**config.mk**
```make
export PLATFORM = sky130hd
export DESIGN_NAME = nvreg_bank
export DESIGN_NICKNAME = d
export VERILOG_FILES = /design/src/rtl/nvr_pkg.sv /design/src/rtl/nvr_seq.sv /design/src/rtl/nvr_shadow.sv /design/src/rtl/nvr_live.sv /design/src/rtl/nvreg_bank.sv
export SDC_FILE = /design/constraint.sdc
export NUM_CORES = 1
export LEC_CHECK = 0
export BUFFER_PORTS_ARGS = -buffer_cell sky130_fd_sc_hd__buf_2
export CAP_MARGIN = 20
export CORE_UTILIZATION = 50
export CTS_CLUSTER_DIAMETER = 30
export DETAILED_ROUTE_END_ITERATION = 12
export PLACE_DENSITY = 0.84
export SYNTH_ARGS = -nofsm -noshare
export SYNTH_HDL_FRONTEND = slang
export SYNTH_SLANG_ARGS = --single-unit
```
**constraint.sdc**
```tcl
create_clock -name clk -period 1.9 [get_ports clk]
set_clock_uncertainty 0.1 [all_clocks]
set_input_delay 0.095 -clock clk [delete_from_list [all_inputs] [get_ports clk]]
set_output_delay 0.095 -clock clk [all_outputs]
set_load 0.01 [all_outputs]
```
**src/rtl/nvr_pkg.sv**
```systemverilog
package nvr_pkg;

  typedef enum logic [2:0] {
    ST_IDLE   = 3'd0,
    ST_HEAT   = 3'd1,
    ST_WRITE  = 3'd2,
    ST_COOL   = 3'd3,
    ST_AZ     = 3'd4,
    ST_SETTLE = 3'd5
  } nvr_state_t;

  // Total busy cycles of one save operation.
  function automatic int save_span(input int heat, input int wr, input int cool);
    return heat + wr + cool;
  endfunction

  function automatic int max3(input int a, input int b, input int c);
    int m;
    m = (a > b) ? a : b;
    return (m > c) ? m : c;
  endfunction

  // Differential read of a shadow pair: bit is 1 when element A holds 1 and B holds 0.
  function automatic logic pair_read(input logic a, input logic b);
    return a & ~b;
  endfunction

endpackage

```
**src/rtl/nvr_seq.sv**
```systemverilog
module nvr_seq
  import nvr_pkg::*;
#(
  parameter int HEAT_CYC  = 2,
  parameter int WRITE_CYC = 1,
  parameter int COOL_CYC  = 2
) (
  input  logic clk,
  input  logic rst_n,
  input  logic pwr_ok,
  input  logic save_req,
  input  logic load_req,
  output logic busy,
  output logic done,
  output logic ev_accept,
  output logic ev_commit,
  output logic ev_az,
  output logic ev_settle
);
  localparam int MAXP = max3(HEAT_CYC, WRITE_CYC, COOL_CYC);
  localparam int CW   = (MAXP > 1) ? $clog2(MAXP) : 1;
  localparam logic [CW-1:0] HEAT_LAST  = CW'(HEAT_CYC - 1);
  localparam logic [CW-1:0] WRITE_LAST = CW'(WRITE_CYC - 1);
  localparam logic [CW-1:0] COOL_LAST  = CW'(COOL_CYC - 1);

  nvr_state_t    state;
  logic [CW-1:0] cnt;
  logic          pend;
  logic          in_save;

  assign in_save   = (state == ST_HEAT) || (state == ST_WRITE) || (state == ST_COOL);
  assign busy      = (state != ST_IDLE);
  assign ev_accept = (state == ST_IDLE) && save_req && pwr_ok;
  assign ev_commit = (state == ST_WRITE) && (cnt == WRITE_LAST) && pwr_ok;
  assign ev_az     = (state == ST_AZ);
  assign ev_settle = (state == ST_SETTLE);

  always_ff @(posedge clk) begin
    if (!rst_n || !pwr_ok) begin
      state <= ST_IDLE;
      cnt   <= '0;
      pend  <= 1'b0;
      done  <= 1'b0;
    end else begin
      done <= 1'b0;
      if (in_save && load_req) pend <= 1'b1;
      case (state)
        ST_IDLE: begin
          cnt <= '0;
          if (save_req) begin
            state <= ST_HEAT;
            if (load_req) pend <= 1'b1;
          end else if (load_req || pend) begin
            state <= ST_AZ;
            pend  <= 1'b0;
          end
        end
        ST_HEAT: begin
          if (cnt == HEAT_LAST) begin
            state <= ST_WRITE;
            cnt   <= '0;
          end else cnt <= cnt + 1'b1;
        end
        ST_WRITE: begin
          if (cnt == WRITE_LAST) begin
            state <= ST_COOL;
            cnt   <= '0;
          end else cnt <= cnt + 1'b1;
        end
        ST_COOL: begin
          if (cnt == COOL_LAST) begin
            state <= ST_IDLE;
            cnt   <= '0;
            done  <= 1'b1;
          end else cnt <= cnt + 1'b1;
        end
        ST_AZ:     state <= ST_SETTLE;
        ST_SETTLE: begin
          state <= ST_IDLE;
          done  <= 1'b1;
        end
        default:   state <= ST_IDLE;
      endcase
    end
  end
endmodule

```
**src/rtl/nvr_shadow.sv**
```systemverilog
module nvr_shadow
  import nvr_pkg::*;
#(
  parameter int WIDTH = 8
) (
  input  logic             clk,
  input  logic             rst_n,
  input  logic             ev_accept,
  input  logic             ev_commit,
  input  logic [WIDTH-1:0] live_q,
  output logic [WIDTH-1:0] pair_a,
  output logic [WIDTH-1:0] pair_b,
  output logic [WIDTH-1:0] stored
);
  logic [WIDTH-1:0] snap;

  always_ff @(posedge clk) begin
    if (!rst_n) snap <= '0;
    else if (ev_accept) snap <= live_q;
  end

  // Supply-independent: only reset or a commit changes the pairs.
  always_ff @(posedge clk) begin
    if (!rst_n) begin
      pair_a <= '0;
      pair_b <= '1;
    end else if (ev_commit) begin
      pair_a <= snap;
      pair_b <= ~snap;
    end
  end

  for (genvar i = 0; i < WIDTH; i++) begin : g_read
    assign stored[i] = pair_read(pair_a[i], pair_b[i]);
  end
endmodule

```
**src/rtl/nvr_live.sv**
```systemverilog
module nvr_live #(
  parameter int WIDTH = 8
) (
  input  logic             clk,
  input  logic             rst_n,
  input  logic             pwr_ok,
  input  logic             ev_az,
  input  logic             ev_settle,
  input  logic [WIDTH-1:0] d_in,
  input  logic [WIDTH-1:0] stored,
  output logic [WIDTH-1:0] q
);
  always_ff @(posedge clk) begin
    if (!rst_n || !pwr_ok) q <= '0;
    else if (ev_az)        q <= '0;
    else if (ev_settle)    q <= stored;
    else                   q <= d_in;
  end
endmodule

```
**src/rtl/nvreg_bank.sv**
```systemverilog
module nvreg_bank #(
  parameter int WIDTH     = 8,
  parameter int HEAT_CYC  = 2,
  parameter int WRITE_CYC = 1,
  parameter int COOL_CYC  = 2
) (
  input  logic             clk,
  input  logic             rst_n,
  input  logic             pwr_ok,
  input  logic [WIDTH-1:0] d_in,
  input  logic             save_req,
  input  logic             load_req,
  output logic [WIDTH-1:0] q_out,
  output logic             busy,
  output logic             done
);
  logic             ev_accept, ev_commit, ev_az, ev_settle;
  logic [WIDTH-1:0] pair_a, pair_b, stored;

  nvr_seq #(.HEAT_CYC(HEAT_CYC), .WRITE_CYC(WRITE_CYC), .COOL_CYC(COOL_CYC)) u_seq (
    .clk(clk), .rst_n(rst_n), .pwr_ok(pwr_ok),
    .save_req(save_req), .load_req(load_req),
    .busy(busy), .done(done),
    .ev_accept(ev_accept), .ev_commit(ev_commit),
    .ev_az(ev_az), .ev_settle(ev_settle)
  );

  nvr_shadow #(.WIDTH(WIDTH)) u_shadow (
    .clk(clk), .rst_n(rst_n),
    .ev_accept(ev_accept), .ev_commit(ev_commit),
    .live_q(q_out), .pair_a(pair_a), .pair_b(pair_b), .stored(stored)
  );

  nvr_live #(.WIDTH(WIDTH)) u_live (
    .clk(clk), .rst_n(rst_n), .pwr_ok(pwr_ok),
    .ev_az(ev_az), .ev_settle(ev_settle),
    .d_in(d_in), .stored(stored), .q(q_out)
  );
endmodule

```
# Word-level counts from Yosys, hierarchy flattened
# Cells that the tools add are included.
[op_classes] n_addsub=1 n_eq_ne=9 muxes=17 bitwise_logic=18 n_reduce_logical=17
[op_table] cell="two-way mux 3 bit" n=5
[op_table] cell="one-hot mux 3 bit (5 select lines)" n=1
[op_table] cell="inverter 1 bit" n=9
[op_table] cell="bitwise AND 1 bit" n=8
[op_table] cell="two-way mux 1 bit" n=8
[op_table] cell="two-way mux 8 bit" n=1
[op_table] cell="inverter 8 bit" n=1
[op_table] cell="equality test 3 x 2 -> 1 bit, second input constant" n=2
[op_table] cell="equality test 3 bit, second input constant" n=2
[op_table] cell="nonzero test 3 bit" n=2
[op_table] cell="logical AND 1 bit" n=5
[op_table] cell="logical OR 1 bit" n=4
[op_table] cell="inequality test 2 x 1 -> 1 bit, second input constant" n=2
[op_table] cell="AND reduction 4 bit" n=1
[op_table] cell="OR reduction 2 bit" n=2
[op_table] cell="equality test 3 x 1 -> 1 bit, second input constant" n=1
[op_table] cell="zero test 3 bit" n=1
[op_table] cell="inequality test 3 bit, second input constant" n=1
[op_table] cell="one-hot mux 1 bit (3 select lines)" n=1
[op_table] cell="zero test 1 bit" n=2
[op_table] cell="inequality test 2 bit, second input constant" n=1
[op_table] cell="one-hot mux 1 bit (2 select lines)" n=1
[op_table] cell="adder 1 bit, second input constant" n=1
[totals] register_bits=38 out_inout_bits=10 wordCells=70

# Longest topological paths before layout
# Gate-level depths: netlist of the first run.
[logic_depth] depth_word=8 mapped_depth=6 ltp_nobuf=3

# Modules after synthesis
# Synthesis of the first run repeated with hierarchy kept, for this count alone.
[hier_totals] hier_cells=155 hier_area_um2=1587.8
[by_module_without_submodules] module="nvr_shadow" instances=1 cells_each=93 area_each_um2=954.7 seq_area_each_um2=480.5
[by_module_without_submodules] module="nvr_seq" instances=1 cells_each=36 area_each_um2=331.6 seq_area_each_um2=120.1
[by_module_without_submodules] module="nvr_live" instances=1 cells_each=26 area_each_um2=301.5 seq_area_each_um2=160.2

# Worst setup path before layout of the first run
# Ideal clock, no wire load.
[synth_timing] path_type="register -> register" startpoint="reg u_seq.state[2]" endpoint="reg u_shadow.pair_a[6]" setup_time_ps=118 t_arrival_ps=1225 path_slack_ps=457 stages_incl_launch_ff=7 path_buffers=3 period_less_slack_ps=1443 path_cell_list="dfxtp_1 > buf_6 > nand4bb_4 > or2_1 > buf_6 > buf_8 > mux2i_1"
[synth_between] elab_chain_len=3
[synth_rtl] item="start, declared" line="nvr_seq.sv:26" rtl="nvr_state_t state;"
[synth_rtl] item="start signal, assigned" line="nvr_seq.sv:40" rtl="state <= ST_IDLE;"
[synth_rtl] item="start signal, assigned" line="nvr_seq.sv:51" rtl="state <= ST_HEAT;"
[synth_rtl] item="start signal, assigned" line="nvr_seq.sv:54" rtl="state <= ST_AZ;"
[synth_rtl] item="equality test 3 x 2 -> 1 bit" line="nvr_seq.sv:34" rtl="assign ev_commit = (state == ST_WRITE) && (cnt == WRITE_LAST) && pwr_ok;"
[synth_rtl] item="logical AND 1 bit (2 in a row)" line="nvr_seq.sv:34"
[synth_rtl] item="end signal, assigned" line="nvr_shadow.sv:28" rtl="pair_a <= snap;"
[synth_rtl] item="end, declared" line="nvr_shadow.sv:11" rtl="output logic [WIDTH-1:0] pair_a,"
# No other way between the ends.
# A chain may end at the register's enable or synchronous reset.

# Worst setup path after layout of the first run
[layout_timing] startpoint="reg u_seq.state[2]" endpoint="reg u_seq.pend"
[layout_between] elab_chain_len=8 elab_cells_between_ends=12 cone_classes="eq/ne (3); mux (5); reduce/logical (4)"
[layout_rtl] item="equality test 3 x 1 -> 1 bit or equality test 3 x 2 -> 1 bit (tied branches)" line="nvr_seq.sv:31" rtl="assign in_save = (state == ST_HEAT) || (state == ST_WRITE) || (state == ST_COOL);"
[layout_rtl] item="logical OR 1 bit (2 in a row)" line="nvr_seq.sv:31"
[layout_rtl] item="logical AND 1 bit" line="nvr_seq.sv:46" rtl="if (in_save && load_req) pend <= 1'b1;"
[layout_rtl] item="two-way mux 1 bit" line="nvr_seq.sv:46"
[layout_rtl] item="two-way mux 1 bit (on tied branches)" line="nvr_seq.sv:53, nvr_seq.sv:52"
[layout_rtl] item="two-way mux 1 bit" line="nvr_seq.sv:50" rtl="if (save_req) begin"
[layout_rtl] item="two-way mux 1 bit *" line="nvr_seq.sv:47" rtl="case (state)"
[layout_rtl] item="end signal, assigned" line="nvr_seq.sv:46"
[layout_rtl] item="end signal, assigned" line="nvr_seq.sv:52" rtl="if (load_req) pend <= 1'b1;"
[layout_rtl] item="end signal, assigned" line="nvr_seq.sv:55" rtl="pend <= 1'b0;"
[layout_rtl] item="end, declared" line="nvr_seq.sv:28" rtl="logic pend;"
# Mark *: on every way between the ends. The rest lies on a longest branch, timed or not.

==> results of run 1 <==
==> synth_stat cells <==
library cell	instances	area, um^2
sky130_fd_sc_hd__nor2_1	5	18.8
sky130_fd_sc_hd__or2_1	1	6.26
sky130_fd_sc_hd__buf_8	1	15.0
sky130_fd_sc_hd__buf_2	3	15.0
sky130_fd_sc_hd__nand3b_1	9	67.6
sky130_fd_sc_hd__and4b_1	1	10.0
sky130_fd_sc_hd__a2111oi_0	1	8.76
sky130_fd_sc_hd__mux2i_1	16	160
sky130_fd_sc_hd__or3_1	1	6.26
sky130_fd_sc_hd__nand4bb_4	1	27.5
sky130_fd_sc_hd__dfxtp_1	38	761
sky130_fd_sc_hd__buf_6	2	22.5
sky130_fd_sc_hd__o21bai_1	2	15.0
sky130_fd_sc_hd__o211ai_1	8	60.1
sky130_fd_sc_hd__nor3_1	3	15.0
sky130_fd_sc_hd__nand3_1	2	10.0
sky130_fd_sc_hd__o21ai_0	8	40.0
sky130_fd_sc_hd__nand2b_1	1	6.26
sky130_fd_sc_hd__and3b_1	1	8.76
sky130_fd_sc_hd__clkbuf_1	6	22.5
sky130_fd_sc_hd__nand2_1	36	135
sky130_fd_sc_hd__xor2_1	1	8.76
sky130_fd_sc_hd__inv_1	1	3.75
sky130_fd_sc_hd__a21oi_1	11	55.1
==> critical path: cells and delay by family, from the launching register on <==
kind / cells / cell delay, ps
AND/OR/NAND/NOR: 3 / 620
flip-flops: 1 / 400
buffers and inverters: 1 / 560
==> through the flow <==
step / power (uW) / instance area (um^2) / hold WS, ps
final: 1620 / 1830 / 19.6
after CTS: 1630 / 1830 / 18.8
after detailed placement: 926 / 1600 / 240
after global routing: 1670 / 1830 / 28.1
after global placement: 923 / 1600 / 237
after floorplan: 891 / 1500 / 131
==> report_power, final <==
group | switching (uW) | total [uW] | leakage, uW | internal, uW
Clock | 282 | 694 | 0.0000554 | 411
Combinational | 53.6 | 108 | 0.000412 | 53.9
Sequential | 10.4 | 821 | 0.000308 | 810
Total | 346 | 1620 | 0.000776 | 1280
==> cell type report <==
cell class	count	area (um^2)	area share, %
inverters	1	3.75	0.205
clock inverters	3	68.8	3.76
multi-input cells	108	659	36.0
well taps	31	38.8	2.12
clock buffers	5	37.5	2.05
repair buffers	38	260	14.2
flip-flops and latches	38	761	41.6
==> how the worst min path moves through the flow <==
stage	start	end	slack, ps	cells after the start
3_5_place_dp	d_in[2]	u_live.q[2]	240	3
6_report	rst_n	u_seq.state[1]	20	3
2_1_floorplan	d_in[0]	u_live.q[0]	130	2
4_1_cts	rst_n	u_seq.state[1]	20	3
5_1_grt	rst_n	u_seq.state[1]	30	3
3_3_place_gp	d_in[6]	u_live.q[6]	240	3
==> sequential cells by signal, summed over array words and instances, names as in the netlist <==
name,flops
u_live.q,8
u_seq.pend,1
u_seq.state,3
u_seq.cnt,1
u_shadow.snap,8
u_shadow.pair_b,8
u_shadow.pair_a,8
u_seq.done,1
==> cells by family after synthesis <==
group           Yosys count  synth area share, %
flops                    38                 50.8
compound gates           30                 11.9
mux                      16                 10.7
buf+inv                  13                 5.26
simple gates             61                 20.8
xor+xnor                  1                0.584
==> timing repair <==
action,in CTS,in global routing
setup endpoints to repair,0,4
resized for setup,0,1
hold buffers,12,0
hold endpoints to repair,12,0
==> metal layers <==
metal	vias to the layer above	wire [um]	GRT usage [%]
met5	-	0	0
met4	0	44	10.8
met3	6	121	5.53
met2	21	1450	35.9
met1	556	1460	24.8
li1	612	-	-
==> out/metrics.yaml, run 1 <==
placement:
  place_ws_ps: 145
  finalWeightedCongestion: 0.823
  place.detailed.hpwl_mm: 1.97
  dp_cells: 204
  placement.io_buffers: 22
worst_setup_path:
  crit_path_start_kind: "flip-flop"
  worst-r2r-setup-slack_ps: 120
  critical_path.max_fanout: 10
  worstSetupPathType: "reg2reg"
  timing.critical_path.slowest_stage_cell: "sky130_fd_sc_hd__dlygate4sd3_1"
  reg2reg_from: "u_seq.state[2]"
  max_stage_delay_ps: 560
  r2r_end: "u_seq.pend"
  ff2ff_path_depth: 4
  start_point_of_the_critical_path: "u_seq.state[2]"
  worst_setup_path_end_kind: "flip-flop"
  data_arrival_time_of_the_critical_path_ps: 1930
  crit_end: "u_seq.pend"
  cp_data_required_time_ps: 2040
  timing.critical_path.cells: "or3_1 -> nor2_1 -> nor3_1 -> dlygate4sd3_1"
layout:
  finish.net_count: 205
  fraction_of_final_layout_cells_sized_beyond_drive_strength_1_pct: 18.7
  nFillCells: 219
  final_common_cell: "sky130_fd_sc_hd__dfxtp_1"
  final-instance-count-excl-fill: 224
  postLayoutCoreUtil_pct: 65.2
  mostFrequentLayoutCells: "38 x sky130_fd_sc_hd__dfxtp_1, 36 x sky130_fd_sc_hd__nand2_1, 22 x sky130_fd_sc_hd__buf_2, 16 x sky130_fd_sc_hd__mux2i_1, 12 x sky130_fd_sc_hd__dlygate4sd3_1"
  number_of_antenna_repair_diodes: 0
  flow.area_growth_from_synthesis_pct: 22.0
die:
  pin_count: 23
  std_cell_rows: 19
  initial_utilization_pct: 53.4
  fp.dieW_um: 56.8
  die_height_um: 56.8
  fp.coreArea_um2: 2810
  floorplan.die_area_um2: 3220
detailed_routing:
  drt_iter0_markers: 49
  detail_route.vias_per_cell: 5.33
  antenna_left: 0
  drt-total-wl_mm: 3.08
  route.vias.total: 1195
  first_drt_pass_iteration_count: 8
  drt_drc_violations_left: 2
  route.detailed.wl_per_inst_um: 13.8
cts:
  cts.root.buffer_cell: "sky130_fd_sc_hd__clkbuf_4"
  cts_tree: "built"
  ctsHtreeMaxLevel: 2
  insertion_delay_ps: 360
  cts-buffers-inserted: 5
  cts-root-to-sink-buffers: 2
  cts.sink_count: 38
  path_clk_slew_ps: 110
  postCtsSetupBuffers: 0
synth:
  yosys_warnings: 0
  synthDistinctLibCells: 24
  postSynthRegisterBits: 38
  post_synth_inst_count: 159
  synth.net_count: 172
  post_synth.cell_area_avg_um2: 9.43
  synth.cell_area_um2: 1500
  yosysSeqAreaShare_pct: 50.8
status:
  violations: "design-rule violations"
  run_status: "finished, violations left"
timing:
  max-slew-margin-rel_pct: 70.6
  achievable-frequency_ghz: 0.561
  timing.final.hold_violations: 0
  worst-slew-pin-transition_ps: 440
  min_period_ps: 1780
  layout_worst_path_cycle_share_pct: 93.8
  setup_viol: 0
  setup-tns-final_ps: 0
  slew_violations: 0
  setup_slack_ps: 117
  setup_repair_after_global_routing_missed_its_margin: "no"
worst_hold_path:
  worst_hold_path_type: "in2reg"
grt:
  grt_pass1_vias: 1182
  initial_antenna_violation_count: 0
  overflow: 0
  grt_start_max_net_pins: 34
  grt_first_pass_wirelength_mm: 5.12
  grt_util_all_layers_pct: 21.3
flow_run:
  drv_cap: 0
power_and_ir_drop:
  power_per_cell_area_nw_per_um2: 887
  power.ir.vdd_worst_uv: 566
  cellLeakagePower_uw: 0.000776
(Power assumes the default switching activity.)
==> inputs of run 2 (changes only) <==
--- a/config.mk
+++ b/config.mk
@@ -11,6 +11,7 @@
 export CTS_CLUSTER_DIAMETER = 30
 export DETAILED_ROUTE_END_ITERATION = 12
 export PLACE_DENSITY = 0.84
+export RECOVER_POWER = 50
 export SYNTH_ARGS = -nofsm -noshare
 export SYNTH_HDL_FRONTEND = slang
 export SYNTH_SLANG_ARGS = --single-unit
==> out/metrics.yaml, run 2 (same netlist as run 1, synthesis figures left out) <==
status:
  run_status: "finished, violations left"
  violations: "design-rule violations"
power_and_ir_drop:
  cellLeakagePower_uw: 0.000731
  fin_total_pwr_uw: 1620
  power_per_cell_area_nw_per_um2: 894
  power.ir.vdd_worst_uv: 567
worst_hold_path:
  worst_hold_path_type: "in2reg"
  min_delay_path_depth: 3
worst_setup_path:
  critical_path.max_fanout: 10
  worstSetupPathDepth: 4
  cp_data_required_time_ps: 2050
  ff2ff_path_depth: 4
  worst-r2r-setup-slack_ps: 130
  crit_path_start_kind: "flip-flop"
  max_stage_delay_ps: 560
  timing.critical_path.cells: "or3_1 -> nor2_1 -> nor3_1 -> dlygate4sd3_1"
  worst_setup_path_end_kind: "flip-flop"
  worstSetupPathType: "reg2reg"
  critical_path.top_delay_family: "simple AND/OR/NAND/NOR gates"
  timing.critical_path.slowest_stage_cell: "sky130_fd_sc_hd__dlygate4sd3_1"
  critical_path.n_buffers_inverters: 1
  data_arrival_time_of_the_critical_path_ps: 1920
layout:
  final-instance-count-excl-fill: 224
  postLayoutCoreUtil_pct: 64.5
  finish.net_count: 205
  number_of_antenna_repair_diodes: 0
  flow.area_growth_from_synthesis_pct: 20.8
  fraction_of_final_layout_cells_sized_beyond_drive_strength_1_pct: 13.0
  final_common_cell: "sky130_fd_sc_hd__dfxtp_1"
  mostFrequentLayoutCells: "38 x sky130_fd_sc_hd__dfxtp_1, 36 x sky130_fd_sc_hd__nand2_1, 16 x sky130_fd_sc_hd__mux2i_1, 13 x sky130_fd_sc_hd__buf_2, 12 x sky130_fd_sc_hd__dlygate4sd3_1"
detailed_routing:
  drt_iter0_markers: 38
  drt-total-wl_mm: 3.07
  route.detailed.wl_per_inst_um: 13.7
  first_drt_pass_iteration_count: 8
  drt_drc_violations_left: 2
  route.vias.total: 1200
  antenna_left: 0
  detail_route.vias_per_cell: 5.36
grt:
  initial_antenna_violation_count: 0
  overflow: 0
  grt_pass1_vias: 1182
  grt_util_all_layers_pct: 21.3
  grt_first_pass_wirelength_mm: 5.12
  grt_start_max_net_pins: 34
die:
  std_cell_rows: 19
  initial_utilization_pct: 53.4
  pin_count: 23
  fp.dieW_um: 56.8
  floorplan.die_area_um2: 3220
  fp.coreArea_um2: 2810
  die_height_um: 56.8
placement:
  finalWeightedCongestion: 0.823
  dp_cells: 204
  place.detailed.hpwl_mm: 1.97
  place_ws_ps: 145
  placement.io_buffers: 22
timing:
  layout_worst_path_cycle_share_pct: 93.4
  setup_slack_ps: 125
  achievable-frequency_ghz: 0.563
  min_period_ps: 1770
  timing.final.hold_violations: 0
  max-slew-margin-rel_pct: 55.5
  slew_violations: 0
  setup-tns-final_ps: 0
  setup_viol: 0
  setup_repair_after_global_routing_missed_its_margin: "no"
  worst-slew-pin-transition_ps: 668
cts:
  ctsHtreeMaxLevel: 2
  insertion_delay_ps: 360
  cts-buffers-inserted: 5
  cts_tree: "built"
  cts-root-to-sink-buffers: 2
  cts.root.buffer_cell: "sky130_fd_sc_hd__clkbuf_4"
  path_clk_slew_ps: 110
  postCtsSetupBuffers: 0
  cts.sink_count: 38
flow_run:
  drv_cap: 0
-- run 2: timing repair --
action                                  4_1_cts  5_1_grt
hold endpoints to repair                     12        0
endpoints found under the setup margin        0        4
hold buffers                                 12        0
resized for setup                             0        1
-- run 2: area by class of cell --
class,instances,area (um^2)
fill,226,995
sequential,38,761
multi-input combinational,108,659
timing repair buffer,38,241
clock inverter,3,68.8
tap,31,38.8
clock buffer,5,37.5
inverter,1,3.75
-- run 2: per-stage QoR --
step	cell area (um^2)	hold slack (ps)
finish	1810	18.7
global route	1810	28.1
CTS	1830	18.8
detailed placement	1600	240
global placement	1600	237
floorplan	1500	131
-- run 2: worst paths after layout --
kind,to,startpoint
worst max register to register,u_seq.pend,u_seq.state[2]
worst max-delay path,u_seq.pend,u_seq.state[2]
worst min register to register,u_shadow.snap[6],u_live.q[6]
worst min-delay path,u_seq.state[1],rst_n
-- run 2: worst reg2reg max path, delay by kind of cell (launching register included) --
| kind | cells | cell delay, ps |
|---|---|---|
| buf+inv | 1 | 560 |
| flops | 1 | 400 |
| simple gates | 3 | 610 |
-- run 2: routing by layer --
metal / vias up / GRT usage (%) / routed length (um)
li1: 614 / - / -
met1: 559 / 24.8 / 1440
met2: 21 / 35.9 / 1450
met3: 6 / 5.53 / 129
met4: 0 / 10.8 / 44
met5: - / 0 / 0
-- run 2: power by group --
part / switching, uW / internal (uW) / total (uW)
clock network: 282 / 411 / 694
logic: 53.5 / 50.8 / 104
registers: 10.5 / 810 / 821
total: 346 / 1270 / 1620
